### src/rtl/xod_pkg.sv
package xod_pkg;
    typedef enum logic [1:0] {
        WD_OFF   = 2'd0,
        WD_RUN   = 2'd1,
        WD_FAULT = 2'd2
    } wd_state_e;
endpackage

### src/rtl/xod_halves.sv
module xod_halves #(
    parameter int HALF_W = 2
) (
    input  logic                  clk,
    input  logic                  rst_n,
    input  logic                  stb,
    input  logic                  ext_mode,
    input  logic [2*HALF_W-1:0]   din,
    output logic [2*HALF_W-1:0]   q
);
    localparam int PORT_W  = 2 * HALF_W;
    localparam int SEL_IDX = HALF_W;

    logic [HALF_W-1:0] half_q [2];

    for (genvar h = 0; h < 2; h++) begin : g_half
        logic              wr;
        logic [HALF_W-1:0] nxt;
        always_comb begin
            wr  = stb && (!ext_mode || (din[SEL_IDX] == (h == 1)));
            nxt = ext_mode ? din[HALF_W-1:0] : din[h*HALF_W +: HALF_W];
        end
        always_ff @(posedge clk) begin
            if (!rst_n)  half_q[h] <= '0;
            else if (wr) half_q[h] <= nxt;
        end
    end

    always_comb q = {half_q[1], half_q[0]};

    // no strobe, no change
    a_r5_hold_idle: assert property (@(posedge clk) disable iff (!rst_n)
        !stb |=> $stable(q));
    // a lower-half write leaves the upper half alone
    a_r3_upper_kept: assert property (@(posedge clk) disable iff (!rst_n)
        (stb && ext_mode && !din[SEL_IDX]) |=> $stable(q[PORT_W-1:HALF_W]));
    // an upper-half write leaves the lower half alone
    a_r4_lower_kept: assert property (@(posedge clk) disable iff (!rst_n)
        (stb && ext_mode && din[SEL_IDX]) |=> $stable(q[HALF_W-1:0]));
endmodule

### src/rtl/xod_watchdog.sv
module xod_watchdog
    import xod_pkg::*;
#(
    parameter int TIMEOUT_MS = 327
) (
    input  logic clk,
    input  logic rst_n,
    input  logic enable,
    input  logic stb,
    input  logic sel,
    input  logic tick,
    output logic fault
);
    localparam int CNT_W = $clog2(TIMEOUT_MS + 1);

    wd_state_e        state_q, state_d;
    logic [CNT_W-1:0] cnt_q, cnt_d;
    logic             prev_sel;
    logic             toggle, last_tick;

    always_comb begin
        toggle    = stb && (sel != prev_sel);
        last_tick = tick && (cnt_q == CNT_W'(TIMEOUT_MS - 1));
    end

    always_ff @(posedge clk) begin
        if (!rst_n)   prev_sel <= 1'b0;
        else if (stb) prev_sel <= sel;
    end

    always_comb begin
        state_d = state_q;
        cnt_d   = cnt_q;
        unique case (state_q)
            WD_OFF: begin
                cnt_d = '0;
                if (enable) state_d = WD_RUN;
            end
            WD_RUN: begin
                if (!enable) begin
                    state_d = WD_OFF;
                    cnt_d   = '0;
                end else if (toggle) begin
                    cnt_d = '0;
                end else if (last_tick) begin
                    state_d = WD_FAULT;
                    cnt_d   = '0;
                end else if (tick) begin
                    cnt_d = cnt_q + 1'b1;
                end
            end
            WD_FAULT: begin
                cnt_d = '0;
                if (!enable)     state_d = WD_OFF;
                else if (toggle) state_d = WD_RUN;
            end
            default: begin
                state_d = WD_OFF;
                cnt_d   = '0;
            end
        endcase
    end

    always_ff @(posedge clk) begin
        if (!rst_n) begin
            state_q <= WD_OFF;
            cnt_q   <= '0;
        end else begin
            state_q <= state_d;
            cnt_q   <= cnt_d;
        end
    end

    always_comb fault = (state_q == WD_FAULT);

    // a fault only begins after a tick
    a_r6_fault_after_tick: assert property (@(posedge clk) disable iff (!rst_n)
        $rose(fault) |-> $past(tick));
    // count never reaches the limit
    a_r6_cnt_bound: assert property (@(posedge clk) disable iff (!rst_n)
        cnt_q < CNT_W'(TIMEOUT_MS));
    // inactive watchdog never faults
    a_r9_off_quiet: assert property (@(posedge clk) disable iff (!rst_n)
        !enable |=> !fault);
    // an alternation while active leaves no fault
    a_r8_toggle_clears: assert property (@(posedge clk) disable iff (!rst_n)
        (enable && toggle && state_q != WD_OFF) |=> !fault);
endmodule

### src/rtl/xaddr_out_demux.sv
module xaddr_out_demux #(
    parameter int HALF_W     = 2,
    parameter int TIMEOUT_MS = 327
) (
    input  logic                clk,
    input  logic                rst_n,
    input  logic                tele_stb,
    input  logic [2*HALF_W-1:0] info,
    input  logic                ext_mode,
    input  logic                wdog_en,
    input  logic                ms_tick,
    output logic [2*HALF_W-1:0] dout,
    output logic                wdog_fault
);
    localparam int PORT_W  = 2 * HALF_W;
    localparam int SEL_IDX = HALF_W;

    logic [PORT_W-1:0] held;
    logic              wd_fault;

    xod_halves #(.HALF_W(HALF_W)) u_halves (
        .clk      (clk),
        .rst_n    (rst_n),
        .stb      (tele_stb),
        .ext_mode (ext_mode),
        .din      (info),
        .q        (held)
    );

    xod_watchdog #(.TIMEOUT_MS(TIMEOUT_MS)) u_wdog (
        .clk    (clk),
        .rst_n  (rst_n),
        .enable (wdog_en && ext_mode),
        .stb    (tele_stb && ext_mode),
        .sel    (info[SEL_IDX]),
        .tick   (ms_tick),
        .fault  (wd_fault)
    );

    always_comb begin
        dout       = wd_fault ? '0 : held;
        wdog_fault = wd_fault;
    end

    // normal-mode strobe shows the full word next cycle
    a_r2_full_load: assert property (@(posedge clk) disable iff (!rst_n)
        (tele_stb && !ext_mode) |=> (dout == $past(info)));
endmodule

### config.mk
export PLATFORM = sky130hd
export DESIGN_NAME = xaddr_out_demux
export DESIGN_NICKNAME = d
export VERILOG_FILES = /design/src/rtl/xod_pkg.sv /design/src/rtl/xod_halves.sv /design/src/rtl/xod_watchdog.sv /design/src/rtl/xaddr_out_demux.sv
export SDC_FILE = /design/constraint.sdc
export NUM_CORES = 1
export LEC_CHECK = 0
export BUFFER_PORTS_ARGS = -buffer_cell sky130_fd_sc_hd__buf_2
export CAP_MARGIN = 5
export CORE_ASPECT_RATIO = 0.75
export CORE_MARGIN = 2
export CORE_UTILIZATION = 49
export CTS_BUF_LIST = sky130_fd_sc_hd__clkbuf_4 sky130_fd_sc_hd__clkbuf_8
export DETAILED_ROUTE_END_ITERATION = 8
export GPL_ROUTABILITY_DRIVEN = 0
export GPL_TIMING_DRIVEN = 0
export PLACE_DENSITY = 0.71
export SYNTH_ARGS = -nofsm -noshare
export SYNTH_HDL_FRONTEND = slang
export SYNTH_SLANG_ARGS = --single-unit
### constraint.sdc
create_clock -name clk -period 1.6 [get_ports clk]
set_clock_uncertainty 0.15 [all_clocks]
set_input_delay 0.32 -clock clk [delete_from_list [all_inputs] [get_ports clk]]
set_output_delay 0.32 -clock clk [all_outputs]
set_load 0.005 [all_outputs]
# Yosys cells after proc, flatten, opt, wreduce, memory -nomap -nowiden
# Memory sizes are Yosys's and may differ from the RTL's.
# Cells that the tools add are included.
# word_totals
regBits	12
mem_bits_rw	4
in_bits	10
out_inout_bits	5
word_cells	49
mem_count	1
# memory_table
memory	depth	word_bits	read_ports	rd_clocked_by_memory_dff	wr	line	rtl
u_halves.half_q	2	2	2	0	2	xod_halves.sv:14	logic [HALF_W-1:0] half_q [2];
# op_classes
addsub	1
eq_ne	8
n_mux	18
bitwise	6
n_reduce_logical	12
# op_table
cell	count
2-bit 2-to-1 mux	9
9-bit by 1-bit adder with 9-bit output, second input constant	1
9-bit equality test, second input constant	1
3-bit inequality test, second input constant	3
1-bit 2-to-1 mux	7
1-bit logical AND	6
2-bit one-hot mux with 3 select lines	1
5-bit OR reduction	1
4-bit 2-to-1 mux	1
1-bit inverter	4
4-bit AND reduction	1
2-bit by 1-bit equality test with 1-bit output, second input constant	1
2-bit equality test, second input constant	1
2-bit zero test	1
1-bit logical OR	2
2-bit by 1-bit inequality test with 1-bit output, second input constant	1
1-bit OR	2
1-bit zero test	1
1-bit inequality test	1

# Logic depth before layout (Yosys ltp)
# Gate-level depths: netlist (run 1).
# logic_depth
ltp_word	7
ltp_mapped	5

# Cells and area by module
# From an unflattened synthesis (run 1), not the netlist that was laid out.
# unflattened
hier_cells	87
hier_area_um2	825.8
# by_module_without_submodules
mod	n_inst	cells_each	area_per_inst_um2	seq_area_each_um2
xod_watchdog	1	63	584.3	240.2
xod_halves	1	18	203.9	120.1
xaddr_out_demux	1	6	37.5	0.0

# Least setup slack after synthesis (run 1)
# OpenSTA, ideal clock, no wires.
# synth_path
kind	register -> register
from	register u_wdog.cnt_q[0]
to	register u_wdog.cnt_q[8]
setup_ps	86
arrival_ps	1190
required_ps	1364
path_slack_ps	174
stages_incl_launch_ff	5
path_buffers	0
cell_sequence	dfxtp_1 -> ha_1 -> nand4_1 -> or3_1 -> a211oi_1
# synth_between
elab_chain_cells	3
elab_cells_between_ends	4
cone_classes	add/sub (1); eq/ne (1); reduce/logical (2)
# synth_rtl
item	line	rtl
start, declared	xod_watchdog.sv:17	logic [CNT_W-1:0] cnt_q, cnt_d;
start signal, assigned	xod_watchdog.sv:70	cnt_q <= cnt_d;
branches (longest 3 deep; another with 9-bit by 1-bit adder with 9-bit output)	n/a	
# Parallel ways; which one is timed is not known.
# A chain may end at the register's enable or synchronous reset.

# Worst setup path in the final report (run 1)
# layout_path
from	register u_wdog.state_q[0]
to	output port dout[1]
# layout_between
elab_chain_cells	2
# layout_rtl
item	line	rtl
start, declared	xod_watchdog.sv:16	wd_state_e state_q, state_d;
start signal, assigned	xod_watchdog.sv:69	state_q <= state_d;
2-bit equality test	xod_watchdog.sv:74	always_comb fault = (state_q == WD_FAULT);
4-bit 2-to-1 mux	xaddr_out_demux.sv:41	dout = wd_fault ? '0 : held;
end, declared	xaddr_out_demux.sv:12	output logic [2*HALF_W-1:0] dout,
# Every way passes these cells.

==> impl_metrics.py, run 1 <==
metrics = {
    "sta": {
        "min_period_ps": 1550,
        "worst_slew_pin_slew_ps": 379,
        "finalSetupViolCount": 0,
        "final.setup.tns_ps": 0,
        "finalCritPeriodShare_pct": 96.9,
        "slew_viol_final": 0,
        "max_freq_mhz": 645,
        "finalHoldViolations": 0,
        "worst_slack_ps": 49.7,
        "slew-limit-headroom_pct": 74.7,
    },
    "clock_tree": {
        "cts_buffers": 3,
        "htreeDepth": 1,
        "insertion_delay_ps": 300,
        "root_buffer": "clkbuf_4",
        "clockBufferDepth": 2,
        "path_clk_slew_ps": 90,
        "cts_tree": "done",
        "cts.sinks": 16,
        "holdBufCountCts": 0,
    },
    "worst_setup_path": {
        "reg2reg_from": "u_wdog.cnt_q[0]",
        "path_class": "reg -> out",
        "startpoint_type": "flop",
        "cp.arrival_ps": 1080,
        "worst_ep_required_time_ps": 1130,
        "cp-end-kind": "primary output",
        "crit_fanout": 5,
        "critPathLaunch": "u_wdog.state_q[0]",
    },
    "power_and_ir_drop": {
        "p_leak_nw": 0.390,
        "ir_drop_mv": 0.469,
        "p_sw_w": 0.000178,
        "p_int_w": 0.000548,
        "power.density_mw_per_mm2": 682,
        "clkPwrFrac_pct": 30.7,
        "switching_share_pct": 24.5,
        "pwr-share-seq_pct": 59.0,
        "comb_power_share_pct": 10.3,
    },
    "floorplan": {
        "fp.dieW_um": 52.8,
        "initial_core_util_pct": 51.2,
        "dieArea_mm2": 0.00214,
        "placementRows": 13,
        "ios": 15,
        "die_h_um": 40.6,
        "fp.coreArea_mm2": 0.00171,
    },
    "detailed_routing": {
        "wl_met1_um": 870,
        "highest_layer": "met4",
        "wl_met3_um": 70,
        "ant_nets": 0,
        "drtIter0Drc": 15,
        "vias": 735,
        "drc_errors": 0,
        "viasPerCell": 5.49,
        "route.met2.wl_um": 843,
        "drtPass1Iterations": 4,
        "wire_per_inst_um": 13.5,
        "wirelength_um": 1810,
    },
    "yosys": {
        "ys_seq_area_share_pct": 41.2,
        "synth_async_sr_flop_share_pct": 0,
        "synthCells": 92,
        "ys_types": 34,
        "synth_area_um2": 875,
        "synth_area_per_cell_um2": 9.51,
        "yosysMostFrequentCell": "dfxtp_1",
        "synth-seq-cells": 16,
        "synth_commonest_cells": "12 x dfxtp_1, 11 x nand2_1, 6 x inv_1, 6 x nand3_1",
        "yosys.area.top_type": "dfxtp_1",
        "synth_top_flop_cell": "dfxtp_1",
        "yosys_warnings": 0,
        "synth_top_cell_area_share_pct": 27.5,
        "synth_edf_count": 4,
        "synth_nets": 104,
        "synth_top_cells_by_area": "dfxtp_1 27%, edfxtp_1 14%, nand2_1 4.7%, a211oi_1 4.3%, nand3_1 3.4%",
    },
    "global_routing": {
        "grtUsageTotal_pct": 17.9,
        "gr-total-overflow": 0,
        "grt_pass1_wl_um": 2550,
        "antenna_found_initial": 0,
        "grt_pass1_vias": 527,
        "grt_max_degree": 11,
    },
    "placed_design": {
        "numPortBuffers": 12,
        "dp_hpwl_um": 1230,
        "pre_cts_ws_ps": -17.2,
    },
    "finish": {
        "syn2layout_area_growth_pct": 21.6,
        "fin_nets": 125,
        "diodes": 0,
        "drive_above_1_share_pct": 33.0,
        "fillers": 152,
    },
    "job": {
        "max_cap_violations": 0,
    },
    "run_status": {
        "outcome": "finished clean",
    },
    "worst_hold_path": {
        "hp-start": "wdog_en",
        "hold_class": "in -> reg",
    },
}
## critical path: stages (launching register included)
cell and delay (ps):
dfxtp_4 370, nand2b_4 160, and2_1 150, buf_2 120
## sequential cells by signal, summed over array words and instances, names as in the netlist
name / count
u_wdog.cnt_q: 9
u_halves.half_q: 4
u_wdog.state_q: 2
u_wdog.prev_sel: 1
## area by class of cell
| cell class | count | area, um2 | share of cell area (%) |
|---|---|---|---|
| repair buffers | 16 | 93.8 | 8.82 |
| inverters | 6 | 22.5 | 2.12 |
| multi-input cells | 68 | 508 | 47.8 |
| plain buffers | 2 | 12.5 | 1.18 |
| clock buffers | 3 | 22.5 | 2.12 |
| flip-flops and latches | 16 | 373 | 35.1 |
| well taps | 22 | 27.5 | 2.59 |
| clock inverters | 1 | 3.75 | 0.353 |
## power groups by stage
stage / clock network, W / logic [W] / registers, W
floorplan: 0 / 0.0000425 / 0.000439
global placement: 0 / 0.0000689 / 0.000439
detailed placement: 0 / 0.0000706 / 0.000441
CTS: 0.000223 / 0.0000713 / 0.000431
global route: 0.000245 / 0.0000834 / 0.000429
finish: 0.000223 / 0.0000750 / 0.000428
## placed cells by master (no fill, tap or decap), drive strengths merged, types with 2 or more instances in the layout
cell type and count:
xnor2 2, nand2b 2, xor2 3, o21ai 5
nand4 4, nor3 5, nand2 11, ha 2
a211oi 5, or3 5, edfxtp 4, nand3 6
buf 17, inv 6, clkbuf 4, and2 4
a21oi 2, dfxtp 12
## timing repair
item | 4_1_cts | 5_1_grt
hold endpoints to repair | 0 | 0
setup buffers | 0 | 4
pin swaps | 1 | 0
endpoints found under the setup margin | 13 | 15
gates resized for setup | 3 | 10
## cell families (layout without fill, tap and decap cells)
family                   count (synthesis)  in the layout  synth area share (%)
AND/OR/NAND/NOR                         43             43                  29.0
AO/OA/AOI/OAI                           18             18                  17.0
adder cells (fa/ha/maj)                  2              2                  2.86
buffers and inverters                    8             28                  4.01
XOR/XNOR                                 5              5                  5.87
flip-flops                              16             16                  41.2
## layer usage
layer,vias up,global-route usage (%)
met5,-,0
met3,6,6.72
met2,16,26.6
li1,379,-
met4,0,5.77
met1,334,24.1
## metrics by stage
stage | cells | util (%) | hold WS [ps] | area, um2 | power, W
floorplan | 92 | - | 317 | 875 | 0.000481
global placement | 126 | 56.3 | 336 | 962 | 0.000508
detailed placement | 126 | 56.3 | 347 | 962 | 0.000511
CTS | 130 | 58.5 | 136 | 998 | 0.000725
global route | 134 | 62.3 | 135 | 1060 | 0.000757
finish | 134 | 62.3 | 129 | 1060 | 0.000726
## path summary, 6_finish.rpt
| check | endpoint | slack (ps) | cells past startpoint |
|---|---|---|---|
| min reg2reg | u_wdog.prev_sel | 350 | 2 |
| min | u_wdog.state_q[0] | 130 | 3 |
| max reg2reg | u_wdog.cnt_q[1] | 60 | 6 |
| max | dout[1] | 50 | 3 |
Power figures use the tool's default switching activity.
==> run 2, diff against run 1 <==
- BUFFER_PORTS_ARGS: -buffer_cell sky130_fd_sc_hd__buf_2 -> -buffer_cell sky130_fd_sc_hd__buf_4
==> run 2 against run 1 <==
  * Sequential cell count did not move
  * Core utilization rose by 1.8 points
  * Design area rose by 2.9%
  * Non-clock buffer count fell by 1
==> impl_metrics.py, run 2 (synthesized netlist as in run 1, its figures left out) <==
metrics = {
    "power_and_ir_drop": {
        "ir_drop_mv": 0.643,
        "power.density_mw_per_mm2": 665,
        "p_leak_nw": 0.392,
    },
    "finish": {
        "layout_commonest_cell": "buf_4",
        "largestRegisters": "u_wdog.cnt_q (9), u_halves.half_q (4), u_wdog.state_q (2)",
        "fin_nets": 124,
        "final_cell_mix": "15 x buf_4, 11 x nand2_1, 8 x dfxtp_1, 6 x nand3_1",
        "syn2layout_area_growth_pct": 25.2,
        "top_register": "u_wdog.cnt_q",
        "diodes": 0,
        "fillers": 147,
        "largest_reg_flops": 9,
        "drive_above_1_share_pct": 32.4,
        "finalNonFillerCells": 133,
    },
    "floorplan": {
        "dieArea_mm2": 0.00214,
        "placementRows": 13,
        "ios": 15,
        "die_h_um": 40.6,
        "fp.coreArea_mm2": 0.00171,
        "fp.dieW_um": 52.8,
        "initial_core_util_pct": 51.2,
    },
    "global_routing": {
        "gr-total-overflow": 0,
        "grt_max_degree": 11,
        "grt_pass1_wl_um": 2590,
        "grtUsageTotal_pct": 17.6,
        "antenna_found_initial": 0,
        "grt_pass1_vias": 591,
    },
    "detailed_routing": {
        "drtIter0Drc": 14,
        "drc_errors": 0,
        "viasPerCell": 5.54,
        "drtPass1Iterations": 4,
        "wire_per_inst_um": 12.3,
        "wirelength_um": 1640,
        "vias": 737,
        "ant_nets": 0,
    },
    "worst_hold_path": {
        "hold_class": "in -> reg",
    },
    "clock_tree": {
        "htreeDepth": 1,
        "path_clk_slew_ps": 90,
        "cts_tree": "done",
        "cts_buffers": 3,
        "root_buffer": "clkbuf_4",
        "cts.sinks": 16,
        "insertion_delay_ps": 280,
        "clockBufferDepth": 2,
        "holdBufCountCts": 0,
    },
    "sta": {
        "slew_viol_final": 0,
        "final.setup.tns_ps": 0,
        "min_period_ps": 1530,
        "slew-limit-headroom_pct": 74.8,
        "finalCritPeriodShare_pct": 95.9,
        "finalHoldViolations": 0,
        "worst_slew_pin_slew_ps": 378,
        "max_freq_mhz": 652,
        "finalSetupViolCount": 0,
    },
    "worst_setup_path": {
        "path_class": "reg -> out",
        "crit_fanout": 5,
        "worst_ep_required_time_ps": 1130,
        "cp.arrival_ps": 1060,
        "startpoint_type": "flop",
        "cp-end-kind": "primary output",
    },
    "placed_design": {
        "dp_hpwl_um": 1260,
        "numPortBuffers": 12,
        "placed_cells": 126,
    },
    "run_status": {
        "outcome": "finished clean",
    },
    "job": {
        "max_cap_violations": 0,
    },
}
## run 2: what timing repair did
item	4_1_cts	5_1_grt
gates resized for setup	3	9
setup endpoints to repair	8	8
pin swaps	1	1
setup buffers	1	2
## run 2: path summary, 6_finish.rpt
check / from / endpoint / slack (ps) / depth (start not counted)
max reg2reg: u_wdog.cnt_q[0] / u_wdog.cnt_q[1] / 100 / 6
min reg2reg: u_wdog.prev_sel / u_wdog.prev_sel / 350 / 2
min: ms_tick / u_wdog.cnt_q[1] / 150 / 2
max: u_wdog.state_q[0] / dout[1] / 70 / 3
## run 2: worst max-delay path, stage by stage, from the launching register on
cell and delay (ps):
dfxtp_4 350, nand2b_4 150, and2_1 150, buf_4 130
## run 2: area by class of cell
| cell class | count | area (um2) | share of cell area, % |
|---|---|---|---|
| repair buffers | 15 | 125 | 11.4 |
| flip-flops and latches | 16 | 370 | 33.8 |
| multi-input cells | 68 | 510 | 46.6 |
| clock inverters | 1 | 3.75 | 0.343 |
| inverters | 6 | 22.5 | 2.06 |
| clock buffers | 3 | 22.5 | 2.06 |
| plain buffers | 2 | 12.5 | 1.14 |
| well taps | 22 | 27.5 | 2.51 |
## run 2: routing by layer
layer	global-route usage, %	share of wire [%]	vias up
met5	0	0	-
met4	3.85	0.61	0
met3	7.09	5.4	2
met2	27.8	44	18
met1	22.9	50	336
li1	-	-	381
## run 2: per-stage QoR
step / hold WS (ps) / area, um2 / power, W / setup WS, ps / utilization [%]
5_1_grt: 138 / 1090 / 0.000760 / -10.8 / 64.1
6_report: 146 / 1090 / 0.000728 / 66.2 / 64.1
4_1_cts: 133 / 1050 / 0.000740 / 21.3 / 61.4
2_1_floorplan: 317 / 875 / 0.000481 / 174 / -
3_5_place_dp: 344 / 992 / 0.000521 / -9.04 / 58.1
3_3_place_gp: 337 / 992 / 0.000519 / 1.20 / 58.1
## run 2: report_power, final
part            total, W  internal (W)  switching, W
sequential      0.000427      0.000423    0.00000351
combinational  0.0000856     0.0000434     0.0000422
clock           0.000216     0.0000905      0.000125
